[config.mk]
export PLATFORM = sky130hd
export DESIGN_NAME = dma_vec_dispatch
export DESIGN_NICKNAME = d
export VERILOG_FILES = /design/src/rtl/dmad_pkg.sv /design/src/rtl/dmad_vec_regs.sv /design/src/rtl/dmad_match.sv /design/src/rtl/dmad_out.sv /design/src/rtl/dma_vec_dispatch.sv
export SDC_FILE = /design/constraint.sdc
export NUM_CORES = 1
export LEC_CHECK = 0
export BUFFER_PORTS_ARGS = -buffer_cell sky130_fd_sc_hd__buf_2
export CORE_AREA = 2 2 65 67
export DETAILED_ROUTE_END_ITERATION = 10
export DIE_AREA = 0 0 67 69
export PLACE_DENSITY = 0.73
export SLEW_MARGIN = 20
export SYNTH_ARGS = -nofsm -noshare
export SYNTH_HDL_FRONTEND = slang
export SYNTH_HIERARCHICAL = 1
export SYNTH_SLANG_ARGS = --single-unit
[constraint.sdc]
create_clock -name clk -period 2.5 [get_ports clk]
set_input_delay 0.125 -clock clk [delete_from_list [all_inputs] [get_ports clk]]
set_output_delay 0.125 -clock clk [all_outputs]
set_load 0.1 [all_outputs]
[src/rtl/dmad_pkg.sv]
// Shared types of the DMA start vector dispatcher.
// Assumes: nothing beyond IEEE 1800-2017.
package dmad_pkg;
    // Outcome of one vector lookup
    typedef enum logic [1:0] {
        OUT_NONE = 2'd0,
        OUT_DMA  = 2'd1,
        OUT_CPU  = 2'd2
    } dmad_outcome_e;
endpackage

[src/rtl/dmad_vec_regs.sv]
// Bank of per-channel start-vector registers.
// A software write to a channel has precedence over that channel's count-zero clear.
// Assumes: wr_ch is below NUM_CH whenever wr_en is high.
module dmad_vec_regs #(
    parameter int NUM_CH = 4,
    parameter int VEC_W  = 6,
    localparam int CH_W  = (NUM_CH > 1) ? $clog2(NUM_CH) : 1
) (
    input  logic                    clk,
    input  logic                    rst_n,
    input  logic                    wr_en,
    input  logic [CH_W-1:0]         wr_ch,
    input  logic [VEC_W-1:0]        wr_data,
    input  logic [NUM_CH-1:0]       cnt_zero,
    output logic [NUM_CH*VEC_W-1:0] vec_flat
);
    for (genvar g = 0; g < NUM_CH; g++) begin : g_ch
        logic [VEC_W-1:0] vec_q;
        logic             sel;

        // Decode a write aimed at this channel
        assign sel = wr_en && (wr_ch == CH_W'(g));

        // Hold the start vector: write first, then the clear, else keep
        always_ff @(posedge clk) begin
            if (!rst_n)
                vec_q <= '0;
            else if (sel)
                vec_q <= wr_data;
            else if (cnt_zero[g])
                vec_q <= '0;
        end

        assign vec_flat[g*VEC_W +: VEC_W] = vec_q;
    end
endmodule

[src/rtl/dmad_match.sv]
// Combinational lookup: compares the pending vector with every channel register
// and picks the lowest-numbered nonzero match.
// Assumes: vec_flat holds register contents from before the current edge.
module dmad_match
    import dmad_pkg::*;
#(
    parameter int NUM_CH = 4,
    parameter int VEC_W  = 6,
    localparam int CH_W  = (NUM_CH > 1) ? $clog2(NUM_CH) : 1
) (
    input  logic                    irq_valid,
    input  logic [VEC_W-1:0]        irq_vec,
    input  logic [NUM_CH*VEC_W-1:0] vec_flat,
    output dmad_outcome_e           outcome,
    output logic [CH_W-1:0]         hit_ch
);
    logic [NUM_CH-1:0] hit;

    for (genvar g = 0; g < NUM_CH; g++) begin : g_cmp
        // A zero register is unassigned and never matches
        assign hit[g] = (vec_flat[g*VEC_W +: VEC_W] != '0) &&
                        (vec_flat[g*VEC_W +: VEC_W] == irq_vec);
    end

    // Priority pick: scan downward so the lowest channel wins
    always_comb begin
        hit_ch = '0;
        for (int i = NUM_CH - 1; i >= 0; i--) begin
            if (hit[i]) hit_ch = CH_W'(i);
        end
    end

    // Classify the request
    always_comb begin
        if (!irq_valid)
            outcome = OUT_NONE;
        else if (hit != '0)
            outcome = OUT_DMA;
        else
            outcome = OUT_CPU;
    end
endmodule

[src/rtl/dmad_out.sv]
// Output stage: registers the lookup outcome and the end-of-transfer interrupts.
// Assumes: outcome and hit_ch are settled before the clock edge.
module dmad_out
    import dmad_pkg::*;
#(
    parameter int NUM_CH = 4,
    localparam int CH_W  = (NUM_CH > 1) ? $clog2(NUM_CH) : 1
) (
    input  logic              clk,
    input  logic              rst_n,
    input  dmad_outcome_e     outcome,
    input  logic [CH_W-1:0]   hit_ch,
    input  logic [NUM_CH-1:0] cnt_zero,
    output logic              dma_start,
    output logic [CH_W-1:0]   dma_ch,
    output logic              cpu_irq,
    output logic [NUM_CH-1:0] end_irq
);
    // Register the dispatch strobes and the selected channel
    always_ff @(posedge clk) begin
        if (!rst_n) begin
            dma_start <= 1'b0;
            cpu_irq   <= 1'b0;
            dma_ch    <= '0;
        end else begin
            dma_start <= (outcome == OUT_DMA);
            cpu_irq   <= (outcome == OUT_CPU);
            if (outcome == OUT_DMA) dma_ch <= hit_ch;
        end
    end

    // Register the per-channel end-of-transfer interrupts
    always_ff @(posedge clk) begin
        if (!rst_n) end_irq <= '0;
        else        end_irq <= cnt_zero;
    end
endmodule

[src/rtl/dma_vec_dispatch.sv]
// Top of the DMA start vector dispatcher: register bank, lookup and output stage.
// Assumes: synchronous active-low reset; one pending vector per cycle.
module dma_vec_dispatch
    import dmad_pkg::*;
#(
    parameter int NUM_CH = 4,
    parameter int VEC_W  = 6,
    localparam int CH_W  = (NUM_CH > 1) ? $clog2(NUM_CH) : 1
) (
    input  logic              clk,
    input  logic              rst_n,
    input  logic              irq_valid,
    input  logic [VEC_W-1:0]  irq_vec,
    input  logic [NUM_CH-1:0] cnt_zero,
    input  logic              wr_en,
    input  logic [CH_W-1:0]   wr_ch,
    input  logic [VEC_W-1:0]  wr_data,
    output logic              dma_start,
    output logic [CH_W-1:0]   dma_ch,
    output logic              cpu_irq,
    output logic [NUM_CH-1:0] end_irq
);
    logic [NUM_CH*VEC_W-1:0] vec_flat;
    dmad_outcome_e           outcome;
    logic [CH_W-1:0]         hit_ch;

    dmad_vec_regs #(.NUM_CH(NUM_CH), .VEC_W(VEC_W)) u_regs (
        .clk      (clk),
        .rst_n    (rst_n),
        .wr_en    (wr_en),
        .wr_ch    (wr_ch),
        .wr_data  (wr_data),
        .cnt_zero (cnt_zero),
        .vec_flat (vec_flat)
    );

    dmad_match #(.NUM_CH(NUM_CH), .VEC_W(VEC_W)) u_match (
        .irq_valid (irq_valid),
        .irq_vec   (irq_vec),
        .vec_flat  (vec_flat),
        .outcome   (outcome),
        .hit_ch    (hit_ch)
    );

    dmad_out #(.NUM_CH(NUM_CH)) u_out (
        .clk       (clk),
        .rst_n     (rst_n),
        .outcome   (outcome),
        .hit_ch    (hit_ch),
        .cnt_zero  (cnt_zero),
        .dma_start (dma_start),
        .dma_ch    (dma_ch),
        .cpu_irq   (cpu_irq),
        .end_irq   (end_irq)
    );
endmodule

### Word-level counts from Yosys, hierarchy flattened

Index checks and enable logic that the tools add are counted.

* register bits: 32
* input bits: 22

* equality and inequality tests: 9
* reductions and logical operators: 18
* mux-type cells: 14

Operators by type and width (number)
* $mux 6: 8
* $eq 6x6->1: 4
* $reduce_bool 6->1: 4
* $mux 2: 6
* $logic_and 1x1->1: 8
* $reduce_bool 2->1: 4
* $eq 2x2->1 const B: 3
* $eq 2x1->1 const B: 2
* $reduce_bool 4->1: 1
* $logic_not 2->1: 1

### Longest topological paths before layout

* depth in word-level cells: 6
* depth in mapped cells: 8
* depth with buffers taken out: 7

### Modules after synthesis

Netlist, hierarchy kept.

Modules (own cells, without submodules)
* dmad_vec_regs: cells an instance 85, instances 1, area each 980.9 um2, sequential area each 480.5 um2
* dmad_match: cells an instance 55, instances 1, area each 397.9 um2, sequential area each 0.0 um2
* dmad_out: cells an instance 22, instances 1, area each 260.2 um2, sequential area each 160.2 um2

### Worst setup path before layout

No wires, ideal clock.

* path type: register -> register
* from: reg u_regs.g_ch[0].vec_q[1]
* to: reg u_out.dma_start
* path buffers: 0
* library setup time: 0.116 ns
* slack: 0.608 ns
* arrival time: 1.775 ns
* stages on the path, launching flop included: 8
* cells stage by stage: dfxtp_1 or4_4 o21ai_2 a2111oi_2 nor4_2 and2_1 nor2b_4 and2_2

* longest elaborated chain between the ends: 6
* elaborated cells between the ends (all ways): 7
* classes of those cells: eq/ne (2); mux (2); reduce/logical (3)

RTL lines
* start: declaration: line dmad_vec_regs.sv:18 `logic [VEC_W-1:0] vec_q;`
* start signal: assignment: line dmad_vec_regs.sv:29 `vec_q <= wr_data;`
* $eq 6x6->1 or $reduce_bool 6->1 (tied branches): line dmad_match.sv:22, dmad_match.sv:21
* $logic_and 1x1->1 (*): line dmad_match.sv:21 `assign hit[g] = (vec_flat[g*VEC_W +: VEC_W] != '0) &&`
* $reduce_bool 4->1 (*): line dmad_match.sv:37 `else if (hit != '0)`
* $mux 2 (*): line dmad_match.sv:37
* $mux 2 (*): line dmad_match.sv:35 `if (!irq_valid)`
* via outcome[1]: line dma_vec_dispatch.sv:24 `dmad_outcome_e outcome;`
* $eq 2x1->1 (*): line dmad_out.sv:26 `dma_start <= (outcome == OUT_DMA);`
* end signal: assignment: line dmad_out.sv:26
* end: declaration: line dmad_out.sv:14 `output logic dma_start,`

Mark *: on every way through the listed nets, which the timed path passes. The rest lies on a longest branch.
A chain may end at the register's enable or synchronous reset.

### Final worst setup path

* from: reg u_regs.g_ch[1].vec_q[1]
* to: reg u_out.dma_start

* longest elaborated chain between the ends: 6
* elaborated cells between the ends (all ways): 7
* classes of those cells: eq/ne (2); mux (2); reduce/logical (3)

RTL lines (line)
* start: declaration: dmad_vec_regs.sv:18
* start signal: assignment: dmad_vec_regs.sv:29
* $eq 6x6->1 or $reduce_bool 6->1 (tied branches): dmad_match.sv:22, dmad_match.sv:21
* $logic_and 1x1->1 (*): dmad_match.sv:21
* $reduce_bool 4->1 (*): dmad_match.sv:37
* $mux 2 (*): dmad_match.sv:37
* $mux 2 (*): dmad_match.sv:35
* via outcome[1]: dma_vec_dispatch.sv:24
* $eq 2x1->1 (*): dmad_out.sv:26

Marked as above.

==> reports/summary.md <==
At the worst endpoint, the arrival time is 2.23 ns. The final number of setup-violating endpoints is 0. The tools report the final-report hold violation count as 0. The detailed-routing iteration count for the pre-antenna-repair pass was 4; the final layout net count was 214. The logs give 6 for the total number of yosys warnings and 0 for the diode insertion count for antenna repair. After layout, the worst path uses 81.5% of the clock period. The total number of vias was 1261.

The run gives 0 ns as the final sum of negative setup slack. The net count of the mapped netlist is 184. Buffers added to address setup during post-CTS repair amount to 0.

The tools report the number of distinct library cells after synthesis as 29. For this configuration, the core starts out at a cell density of 41.9%. Timing would allow up to 491 MHz. After technology mapping, the gate count stands at 162.

In the final routed layout, each cell accounts on average for 15.8 microns. For the pin with the worst max-slew slack, the measured transition is 0.699 ns. At the end of routability-driven placement, the weighted congestion stood at 0.753.

The critical path is of the flop to flop type. The number of top-level design ports is 30, and the initial antenna violation count is 0. The TritonCTS sink count was 32; the area of all sequential standard cells was 641 sq um. TritonCTS built the clock tree. Largest fanout on the critical path: 3. The post-detailed-route via-to-cell ratio came out at 5.19.

The tools report the relative slew slack as 53.4%. The instance area at placement was 1820 sq um; the placeable core area was 3910 sq um. In this run, the number of DRC markers left after iteration 0 of detailed routing was 116. From left edge to right edge, the die measures 67 microns. Summed over its instances, the top area cell type makes up 39.1% of the synthesized netlist area. After layout, the design draws a total of 1.11 mW. In this run the static leakage power is 0.822 nW. Relative to the synthesized area, the layout overhead comes to 16.8%.

Summing all multi-input logic gate instances after layout gives 965 sq um. The HPWL after detailed placement is 2590 microns. The remaining antenna violation count after routing was 0. Setup repair after global routing left no endpoint under its margin. Once layout is done, the placed cells without fillers occupy 1910 sq um. Clock-pin slew was measured on the worst setup and hold paths at 0.07 ns. The tools report the launching element type of the critical path as a flop. In this run the power density over the cells is 579 nW/um^2. Data on the critical path is required at its endpoint by 2.69 ns. For the max-cap violation count, the log shows 0. After detailed routing, the total wire length is 3830 microns.

Quantity of I/O buffers inserted on ports: 29. The leftover overflow at the end of global routing is 0. For the finished layout, the period the worst path requires is 2.04 ns. Post-CTS repair changed the size of 0 cells.

The run gives 2 as the number of buffers on the longest clock path. Max-slew violation count: 0. The top cell types in the final layout, fill and taps aside, are dfxtp_1 (32), buf_2 (29), mux2i_1 (26), nand3b_1 (24), nand2_1 (14).

The clock root buffer master was clkbuf_8. Post-cts hold buffer count: 0. The first global-routing pass estimated 6090 microns of wire. The fraction of final layout cells with drive strength greater than 1 was 25.4%. The layout has 402 filler cells.

For the sequential fraction of the synthesis area, the log shows 39.1%. Worst min-delay path class: input pin to flop. The floorplan has 23 rows.

Of all cell types, the one taking the most synthesized area is dfxtp_1. The die footprint came out at 4620 sq um. The flow ran to the end, and the final reports show no timing, DRC or antenna violations. The category of the worst setup path capture point was a flop. For the peak ir drop on the vdd network, the log shows 0.370 mV. The latest clock arrival within the worst-skew pair is 0.29 ns.

For the combined area of all synthesized cells, the log shows 1640 sq um. Deepest level of the CTS H-tree: 2. Clock skew on the completed layout was measured at 0.00699 ns. For this run, the total global-route usage over all layers was measured as 18.3%. Number of global-route vias before repair: 1229. Leaving out fill and tap cells, the most frequent cell in the layout is dfxtp_1. The final routed DRC violation total was 0; the number of clock buffers inserted by TritonCTS was 5. The run gives 41 as the largest net degree at the start of global routing. A synthesized cell averages 10.1 sq um. After synthesis the netlist holds a flip-flop and latch count of 32. The die is 69 microns tall. Ranked by total cell area, the synthesized netlist is headed by dfxtp_1 (39%), mux2i_1 (16%), nand3b_1 (11%).
==> metrics by stage <==
| step | hold slack [ns] | setup WS (ns) | instances | utilization [%] |
|---|---|---|---|---|
| floorplan | 0.247 | 0.608 | 162 | - |
| global placement | 0.410 | 0.559 | 235 | 46.6 |
| detailed placement | 0.411 | 0.478 | 235 | 46.6 |
| CTS | 0.106 | 0.461 | 243 | 48.9 |
| global route | 0.118 | 0.387 | 243 | 48.9 |
| finish | 0.117 | 0.463 | 243 | 48.9 |
==> final timing paths <==
| check | start | cells past startpoint | endpoint | slack (ns) |
|---|---|---|---|---|
| min | cnt_zero[1] | 2 | u_out/end_irq[1]$_SDFF_PN0_ | 0.12 |
| max | u_regs/g_ch[1].vec_q[1]$_SDFFE_PN0P_ | 7 | u_out/dma_start$_SDFF_PN0_ | 0.46 |
| min reg2reg | u_out/dma_ch[1]$_SDFFE_PN0N_ | 2 | u_out/dma_ch[1]$_SDFFE_PN0N_ | 0.47 |
| max reg2reg | u_regs/g_ch[1].vec_q[1]$_SDFFE_PN0P_ | 7 | u_out/dma_start$_SDFF_PN0_ | 0.46 |
==> area by class of cell <==
| cell class | instances | area share [%] |
|---|---|---|
| clock buffer | 8 | 4.71 |
| inverter | 1 | 0.196 |
| multi-input combinational | 122 | 50.4 |
| sequential | 32 | 33.5 |
| tap | 50 | 3.27 |
| timing repair buffer | 30 | 7.97 |
==> cells in the mapped netlist <==
cell       count
dfxtp_1       32
mux2i_1       26
nand3b_1      24
nand2_1       14
xnor2_1       12
xor2_1         8
clkbuf_1       6
nand3_1        5
nor2_1         5
a2111oi_2      3
and2_1         3
and2_2         3
or4_1          3
nand3b_2       2
o21ai_1        2
a2111oi_1      1
a21oi_1        1
and3b_1        1
buf_4          1
inv_1          1
nand2b_1       1
nor2b_1        1
nor2b_4        1
nor3_1         1
nor3b_4        1
nor4_2         1
o21ai_0        1
o21ai_2        1
or4_4          1
==> power breakdown <==
group	total, mW	internal, mW	switching [mW]
clock	0.415	0.224	0.191
sequential	0.533	0.524	0.00910
combinational	0.160	0.0585	0.102
==> routing by layer <==
layer  GRT usage (%)  wire length [microns]  vias up
li1                -                      -      629
met1            25.8                   1900      584
met2            24.1                   1640       39
met3            7.34                    197        9
met4            8.39                     95        0
met5               0                      0        -
==> state kept, by name, summed over array words and instances, names as in the netlist <==
| signal | flops |
|---|---|
| u_regs/g_ch.vec_q | 24 |
| u_out/end_irq | 4 |
| u_out/dma_ch | 2 |
| u_out/cpu_irq | 1 |
| u_out/dma_start | 1 |
==> critical path, cell delays in order, from the launching register on <==
cell and delay (ns):
dfxtp_1 0.33, or4_1 0.52, o21ai_1 0.17, a2111oi_2 0.12
nor4_2 0.32, and2_1 0.23, nor2b_4 0.06, and2_2 0.18
==> kinds of logic (layout without fill, tap and decap cells) <==
kind of cell / Yosys count / in the layout / share of synthesized area (%)
buffers and inverters: 8 / 39 / 2.06
flip-flops: 32 / 32 / 39.1
AO/OA/AOI/OAI: 9 / 9 / 5.11
AND/OR/NAND/NOR: 67 / 67 / 27.2
multiplexers: 26 / 26 / 15.9
XOR/XNOR: 20 / 20 / 10.7
(Power assumes the default switching activity.)
